`config.mk`:
```
export PLATFORM = sky130hd
export DESIGN_NAME = sat_arith_unit
export DESIGN_NICKNAME = d
export VERILOG_FILES = /design/src/rtl/sat_pkg.sv /design/src/rtl/sat_doubler.sv /design/src/rtl/sat_addsub.sv /design/src/rtl/sat_arith_unit.sv
export SDC_FILE = /design/constraint.sdc
export NUM_CORES = 1
export LEC_CHECK = 0
export BUFFER_PORTS_ARGS = -buffer_cell sky130_fd_sc_hd__buf_2
export CAP_MARGIN = 20
export CORE_MARGIN = 1.5
export CORE_UTILIZATION = 55
export DETAILED_ROUTE_END_ITERATION = 10
export PLACE_DENSITY = 0.81
export RECOVER_POWER = 50
export SLEW_MARGIN = 20
export SYNTH_ARGS = -nofsm -noshare
export SYNTH_HDL_FRONTEND = slang
export SYNTH_SLANG_ARGS = --single-unit
```
`constraint.sdc`:
```
create_clock -name clk -period 6.12 [get_ports clk]
set_input_delay 0.612 -clock clk [delete_from_list [all_inputs] [get_ports clk]]
set_output_delay 0.612 -clock clk [all_outputs]
set_load 0.01 [all_outputs]
```
`src/rtl/sat_pkg.sv`:
```
package sat_pkg;

    typedef enum logic [1:0] {
        OP_ADD  = 2'b00,
        OP_SUB  = 2'b01,
        OP_DADD = 2'b10,
        OP_DSUB = 2'b11
    } sat_op_e;

    typedef struct packed {
        logic dbl_clamp;
        logic fin_clamp;
    } clamp_info_t;

    function automatic logic op_doubles(input sat_op_e op);
        return op[1];
    endfunction

    function automatic logic op_subtracts(input sat_op_e op);
        return op[0];
    endfunction

endpackage

```
`src/rtl/sat_doubler.sv`:
```
module sat_doubler #(
    parameter int W = 32
) (
    input  logic [W-1:0] val_i,
    output logic [W-1:0] dbl_o,
    output logic         clamped_o
);
    localparam logic [W-1:0] MAXV = {1'b0, {(W-1){1'b1}}};
    localparam logic [W-1:0] MINV = {1'b1, {(W-1){1'b0}}};

    always_comb begin
        clamped_o = val_i[W-1] ^ val_i[W-2];
        if (clamped_o)
            dbl_o = val_i[W-1] ? MINV : MAXV;
        else
            dbl_o = {val_i[W-2:0], 1'b0};
    end

    // doubling never changes the sign of the operand
    always_comb begin
        p_dbl_sign_r3: assert (dbl_o[W-1] == val_i[W-1]);
        if (!clamped_o)
            p_dbl_exact_r3: assert (dbl_o == val_i + val_i);
    end
endmodule

```
`src/rtl/sat_addsub.sv`:
```
module sat_addsub #(
    parameter int W = 32
) (
    input  logic [W-1:0] lhs_i,
    input  logic [W-1:0] rhs_i,
    input  logic         sub_i,
    output logic [W-1:0] res_o,
    output logic         clamped_o
);
    localparam logic [W-1:0] MAXV = {1'b0, {(W-1){1'b1}}};
    localparam logic [W-1:0] MINV = {1'b1, {(W-1){1'b0}}};

    logic [W:0] ext_l, ext_r, wide;

    always_comb begin
        ext_l     = {lhs_i[W-1], lhs_i};
        ext_r     = {rhs_i[W-1], rhs_i};
        wide      = sub_i ? (ext_l - ext_r) : (ext_l + ext_r);
        clamped_o = wide[W] ^ wide[W-1];
        if (clamped_o)
            res_o = wide[W] ? MINV : MAXV;
        else
            res_o = wide[W-1:0];
    end

    always_comb begin
        // an in-range result equals the wrapped arithmetic value
        if (!clamped_o)
            p_inrange_exact_r1: assert (res_o == (sub_i ? lhs_i - rhs_i : lhs_i + rhs_i));
        // a clamped result is one of the two extremes
        if (clamped_o)
            p_clamp_extreme_r5: assert (res_o == MAXV || res_o == MINV);
    end
endmodule

```
`src/rtl/sat_arith_unit.sv`:
```
module sat_arith_unit
    import sat_pkg::*;
#(
    parameter int W = 32
) (
    input  logic         clk,
    input  logic         rst,
    input  logic [31:0]  a_i,
    input  logic [31:0]  b_i,
    input  logic [1:0]   op_i,
    input  logic         clr_sat_i,
    output logic [31:0]  result_o,
    output logic         sat_o
);
    localparam int OW = 32;

    sat_op_e     op;
    clamp_info_t clamps;
    logic [OW-1:0] dbl_b, rhs, comb_res;
    logic          any_clamp;

    assign op = sat_op_e'(op_i);

    sat_doubler #(.W(OW)) u_dbl (
        .val_i     (b_i),
        .dbl_o     (dbl_b),
        .clamped_o (clamps.dbl_clamp)
    );

    assign rhs = op_doubles(op) ? dbl_b : b_i;

    sat_addsub #(.W(OW)) u_addsub (
        .lhs_i     (a_i),
        .rhs_i     (rhs),
        .sub_i     (op_subtracts(op)),
        .res_o     (comb_res),
        .clamped_o (clamps.fin_clamp)
    );

    assign any_clamp = clamps.fin_clamp | (op_doubles(op) & clamps.dbl_clamp);

    always_ff @(posedge clk) begin
        if (rst) begin
            result_o <= '0;
            sat_o    <= 1'b0;
        end else begin
            result_o <= comb_res;
            sat_o    <= (sat_o & ~clr_sat_i) | any_clamp;
        end
    end

    // any clamp sets the flag at the next edge
    p_clamp_sets_r7: assert property (@(posedge clk) disable iff (rst)
        any_clamp |=> sat_o);
    // a set flag holds while clear is low
    p_sticky_holds_r8: assert property (@(posedge clk) disable iff (rst)
        (sat_o && !clr_sat_i) |=> sat_o);
    // clear without a clamp empties the flag
    p_clear_works_r9: assert property (@(posedge clk) disable iff (rst)
        (clr_sat_i && !any_clamp) |=> !sat_o);
    // registered non-clamping add equals the operand sum
    p_add_latency_r1: assert property (@(posedge clk) disable iff (rst)
        (op == OP_ADD && !any_clamp) |=> (result_o == $past(a_i) + $past(b_i)));
    // reset leaves result and flag at zero
    p_reset_zero_r10: assert property (@(posedge clk)
        rst |=> (result_o == '0 && !sat_o));
endmodule

```
== Word-level counts from Yosys, hierarchy flattened ==
Index checks and enable logic that the tools add are counted.
Widths: inputs -> output; s select.
Word-level totals
  memories kept: 0
  bits in latches: 0
  output and inout port bits: 33
  bits of input ports: 69
  logic and storage cells: 17
  RAM bits: 0
  bits in registers: 33
  bits in read-only memories: 0
Cells by class
  reductions and logical operators: 0
  $mul: 0
  equality and inequality tests: 0
  bitwise operators: 7
  div/mod/pow operators: 0
  shift-type cells: 0
  magnitude comparators: 0
  add/sub/neg operators: 2
  multiplexer cells: 6
Operator list (count)
  $mux 32: 5
  $add 32x32->33: 1
  $mux 33: 1
  $sub 32x32->33: 1
  $and 1x1->1: 2
  $or 1x1->1: 2
  $xor 1x1->1: 2
  $not 1->1: 1

== Logic depth before layout (Yosys ltp) ==
  word-level depth: 8
  depth in mapped cells: 24
  gate-level depth less buffers: 21

== Cells and area by module ==
A second synthesis with hierarchy kept.
Unflattened totals
  cell total of the unflattened synthesis: 583
  area, all modules: 4603.2 sq um
By module, submodules not included
  sat_addsub: sequential area each 0.0 sq um, area an instance 2791.4 sq um, instances 1, cells each 401
  sat_arith_unit: sequential area each 660.6 sq um, area an instance 1460.2 sq um, instances 1, cells each 108
  sat_doubler: sequential area each 0.0 sq um, area an instance 351.6 sq um, instances 1, cells each 74

== Worst setup path after synthesis ==
No wires, ideal clock.
  kind: input to register
  from: input op_i[1]
  to: register result_o[29]
  stages: 20
  buffers on the path: 3
  data required time: 6.004 ns
  setup slack: 1.174 ns
  data arrival time: 4.830 ns
  library setup time: 0.116 ns
  cell sequence: inv_2 -> clkbuf_1 -> clkbuf_1 -> buf_1 -> a21boi_0 -> ha_1 -> and2_4 -> and4b_4 -> nor2b_1 -> a21oi_1 -> xor2_1 -> ha_1 -> a21oi_1 -> nor2b_1 -> or4_1 -> o211ai_1 -> a211oi_1 -> o31a_1 -> or3_1 -> a31o_1
Between the ends
  longest elaborated chain between the ends: 5
  elaborated cells between the ends (all ways): 7
  classes of those cells: add/sub (2); mux (4); bitwise (1)
Ends and longest elaborated chain
  from (decl): line sat_arith_unit.sv:10  | input logic [1:0] op_i,
  $mux 32 *: line sat_arith_unit.sv:30  | assign rhs = op_doubles(op) ? dbl_b : b_i;
  $add 32x32->33 or $sub 32x32->33 (tied branches): line sat_addsub.sv:18  | wide = sub_i ? (ext_l - ext_r) : (ext_l + ext_r);
  $mux 33 *: line sat_addsub.sv:18
  $mux 32 or $xor 1x1->1 (tied branches): line sat_addsub.sv:21, sat_addsub.sv:19
  $mux 32 *: line sat_addsub.sv:20  | if (clamped_o)
  to (signal assigned): line sat_arith_unit.sv:47  | result_o <= comb_res;
  to (decl): line sat_arith_unit.sv:12  | output logic [31:0] result_o,
Mark *: on every way between the ends. The rest lies on a longest branch, timed or not.
A chain may end at the register's enable or synchronous reset.

== Worst setup path in the final report ==
  from: input b_i[30]
  to: register result_o[29]
Between the ends
  longest elaborated chain between the ends: 7
  elaborated cells between the ends (all ways): 9
  classes of those cells: add/sub (2); mux (5); bitwise (2)
Ends and longest elaborated chain
  from (decl): line sat_arith_unit.sv:9  | input logic [31:0] b_i,
  $xor 1x1->1: line sat_doubler.sv:12  | clamped_o = val_i[W-1] ^ val_i[W-2];
  $mux 32: line sat_doubler.sv:13  | if (clamped_o)
  $mux 32 *: line sat_arith_unit.sv:30
  $add 32x32->33 or $sub 32x32->33 (tied branches): line sat_addsub.sv:18
  $mux 33 *: line sat_addsub.sv:18
  $mux 32 or $xor 1x1->1 (tied branches): line sat_addsub.sv:21, sat_addsub.sv:19
  $mux 32 *: line sat_addsub.sv:20
Marks and branches as above.

==> reports/results.txt <==
status: complete, no violations
GRT overflow: 0
Post-CTS Hold Fix Bufs: 0
H-tree depth: 2
combinational share of power: 63.0%
Design Power: 1310 µW
syn_nets: 704
remaining antenna violation count: 0
DR pass1 iterations: 5
nets@finish: 794
layout cells sized above 1: 16.4%
Post-Synthesis Cells: 598
Final Setup Violations: 0
CTS Buffer Depth: 2
Inserted Diodes: 0
area share of the largest cell type after synthesis: 15.0%
setup ws final: 0.454 ns
CTS root buf: clkbuf_8
warnings from Yosys: 0
CP max stage delay: 0.66 ns
Avg Inst Size Synth: 7.34 µm²
final max-slew violation count: 0
Critical Path RT: 6.35 ns
CTS tree: yes
first-pass GRT wire length: 20200 µm
Most used DFF post-synth: dfxtp_1
most common cell in the netlist: a21oi_1
Final Critical Period: 5.67 ns
synth unique cells: 68
detailed router's first-iteration violation count: 291
number of placed cells counting well taps: 781
unrepaired setup endpoints after global routing: no
Yosys top cell by area: dfxtp_1
Hold Worst Slack: 0.521 ns
Die Width: 92.3 µm
asr flop ratio synth: 0%
Area Growth Syn to Fin: 14.3%
cell internal pwr: 719 µW
DR DRC count: 0
PwrDens: 262 nW/µm²
Site Rows: 32
GRT Total Usage: 29.3%
largest net degree at the start of global routing: 37
Seq cells post-synth: 33
Top cell by count, worst path: nand2_1
via count: 4724
Sink Count: 33
Setup TNS: 0 ns
Initial Util: 56.8%
die area: 8530 µm²
Seq/Total Area, Yosys: 15.0%
Core Footprint: 7730 µm²
final WL: 12600 µm
Routed wire per std cell: 15.9 µm
Post-synth top cells: a21oi_1 (70), nor2_1 (53), ha_1 (36)
Place WS: 0.0108 ns
crit path kind: primary input to flip-flop
Critical Path AT: 5.89 ns
slew margin rel.: 47.2%
VDD IR max: 0.120 mV
CP max-delay cell: a21oi_4
sw frac: 45.3%
vias in the first global route: 4317
DR vias/cell: 5.97
part of the cycle the worst path needs: 92.6%
Die Ht: 92.3 µm
sequential share of power: 25.1%
Critical Path, Cell by Cell: buf_2 > inv_1 > ha_1 > nand2b_1 > nand2_1 > o22a_1 > o221a_2 > nand2_1 > nor4_1 > and3_1 > nor2_1 > xor2_1 > ha_1 > nand2_1 > or4_1 > nor3_1 > a221oi_1 > o21ai_0 > xor2_2 > a21oi_4 > a31o_1
Setup Skew: 0 ns
Net Switching: 595 µW
Clk network pwr share: 12.0%
Buffers on Ports: 101
Post-Syn Area: 4390 µm²
routability cong.: 0.963
final non-filler cell total: 791
# IOs: 102
class of the worst hold path: flip-flop to flip-flop
Slew @ Worst Pin: 0.790 ns
max_cap viols: 0
CTS buffer count: 5
fill count: 729
CP Launch Type: primary input
Crit. End Element: flip-flop
Post-synth EDFFs: 0
Final Hold Viols: 0
Crit Path Max Fanout: 31
static leakage: 0.00232 µW
later-pin clock latency in the skew report: 0.29 ns
Max Fclk: 0.176 GHz
Worst-path clk slew: 0.07 ns
initial antenna violation count: 0
top post-synthesis cells by area: dfxtp_1 (15%), ha_1 (10%), a21oi_1 (8.0%), xor2_1 (6.8%), a21o_1 (5.8%)
DP HPWL: 9920 µm
[path summary, 6_finish.rpt]
kind | startpoint | endpoint | slack [ns] | cells after the start
worst min register to register | sat_o$_SDFF_PP0_ | sat_o$_SDFF_PP0_ | 0.52 | 2
worst max-delay path | b_i[30] | result_o[29]$_SDFF_PP0_ | 0.45 | 21
worst max register to register | sat_o$_SDFF_PP0_ | sat_o$_SDFF_PP0_ | 5.52 | 2
worst min-delay path | sat_o$_SDFF_PP0_ | sat_o$_SDFF_PP0_ | 0.52 | 2
[registers in the layout, summed over array words and instances (netlist names)]
signal,count
result_o,32
sat_o,1
[critical path: cells and delay by family]
family | cells | cell delay (ns)
adder cells (fa/ha/maj) | 2 | 0.70
AO/OA/AOI/OAI | 6 | 1.74
XOR/XNOR | 2 | 0.33
AND/OR/NAND/NOR | 9 | 2.29
buffers and inverters | 2 | 0.19
[what timing repair did]
action | 4_1_cts | 5_1_grt
setup endpoints to repair | 0 | 27
endpoints found under the hold margin | 0 | 0
gates resized for setup | 0 | 1
setup buffers | 0 | 1
[metrics by stage]
stage,util (%),instance area (µm²)
after floorplan,-,4390
after global placement,63.8,4930
after detailed placement,63.9,4930
after CTS,65.0,5020
after global routing,64.9,5020
final,64.9,5020
[cell usage in the layout, fill, tap and decap left out, types with 5 or more instances in the layout]
master     n
a211oi_1   7
a21o_1    34
a21oi_1   70
a31oi_1   12
and3_1    12
buf_2     69
buf_4     12
clkbuf_1  32
clkbuf_8   5
dfxtp_1   33
ha_1      36
inv_1     19
nand2_1   33
nand2b_1  15
nand3_1    7
nand4_1    6
nor2_1    53
nor2b_1   25
nor3_1    26
o211ai_1   6
o21a_1     9
o21ai_0   26
o21ai_1   10
o21bai_1   7
o31a_1     5
xnor2_1   23
xor2_1    34
[metal layers]
metal  up-vias  global-route usage, %  part of all wire (%)
li1       2343                      -                     -
met1      2129                   40.3                    45
met2       229                   47.5                    46
met3        23                   3.45                   7.5
met4         0                   8.97                   2.0
met5         -                      0                     0
[logic make-up after synthesis]
| logic type | share of synthesized area [%] |
|---|---|
| buffers and inverters | 5.96 |
| AO/OA/AOI/OAI | 31.9 |
| adder cells (fa/ha/maj) | 10.7 |
| AND/OR/NAND/NOR | 23.7 |
| multiplexers | 0.228 |
| flip-flops | 15.0 |
| XOR/XNOR | 12.4 |
[power by group through the flow]
stage	Sequential (µW)	Combinational, µW	Clock, µW
after floorplan	380	535	0
after global placement	329	799	0
after detailed placement	330	815	0
after CTS	327	822	159
after global routing	335	907	166
final	329	828	157
[area by class of cell]
type / instances / area [µm²] / area share (%)
clock buffers: 5 / 68.8 / 1.37
clock inverters: 3 / 17.5 / 0.349
inverters: 20 / 75.1 / 1.50
multi-input cells: 514 / 3490 / 69.6
flip-flops and latches: 33 / 661 / 13.2
well taps: 102 / 128 / 2.54
repair buffers: 114 / 576 / 11.5
Note: power is estimated with default switching activity, not from simulation.
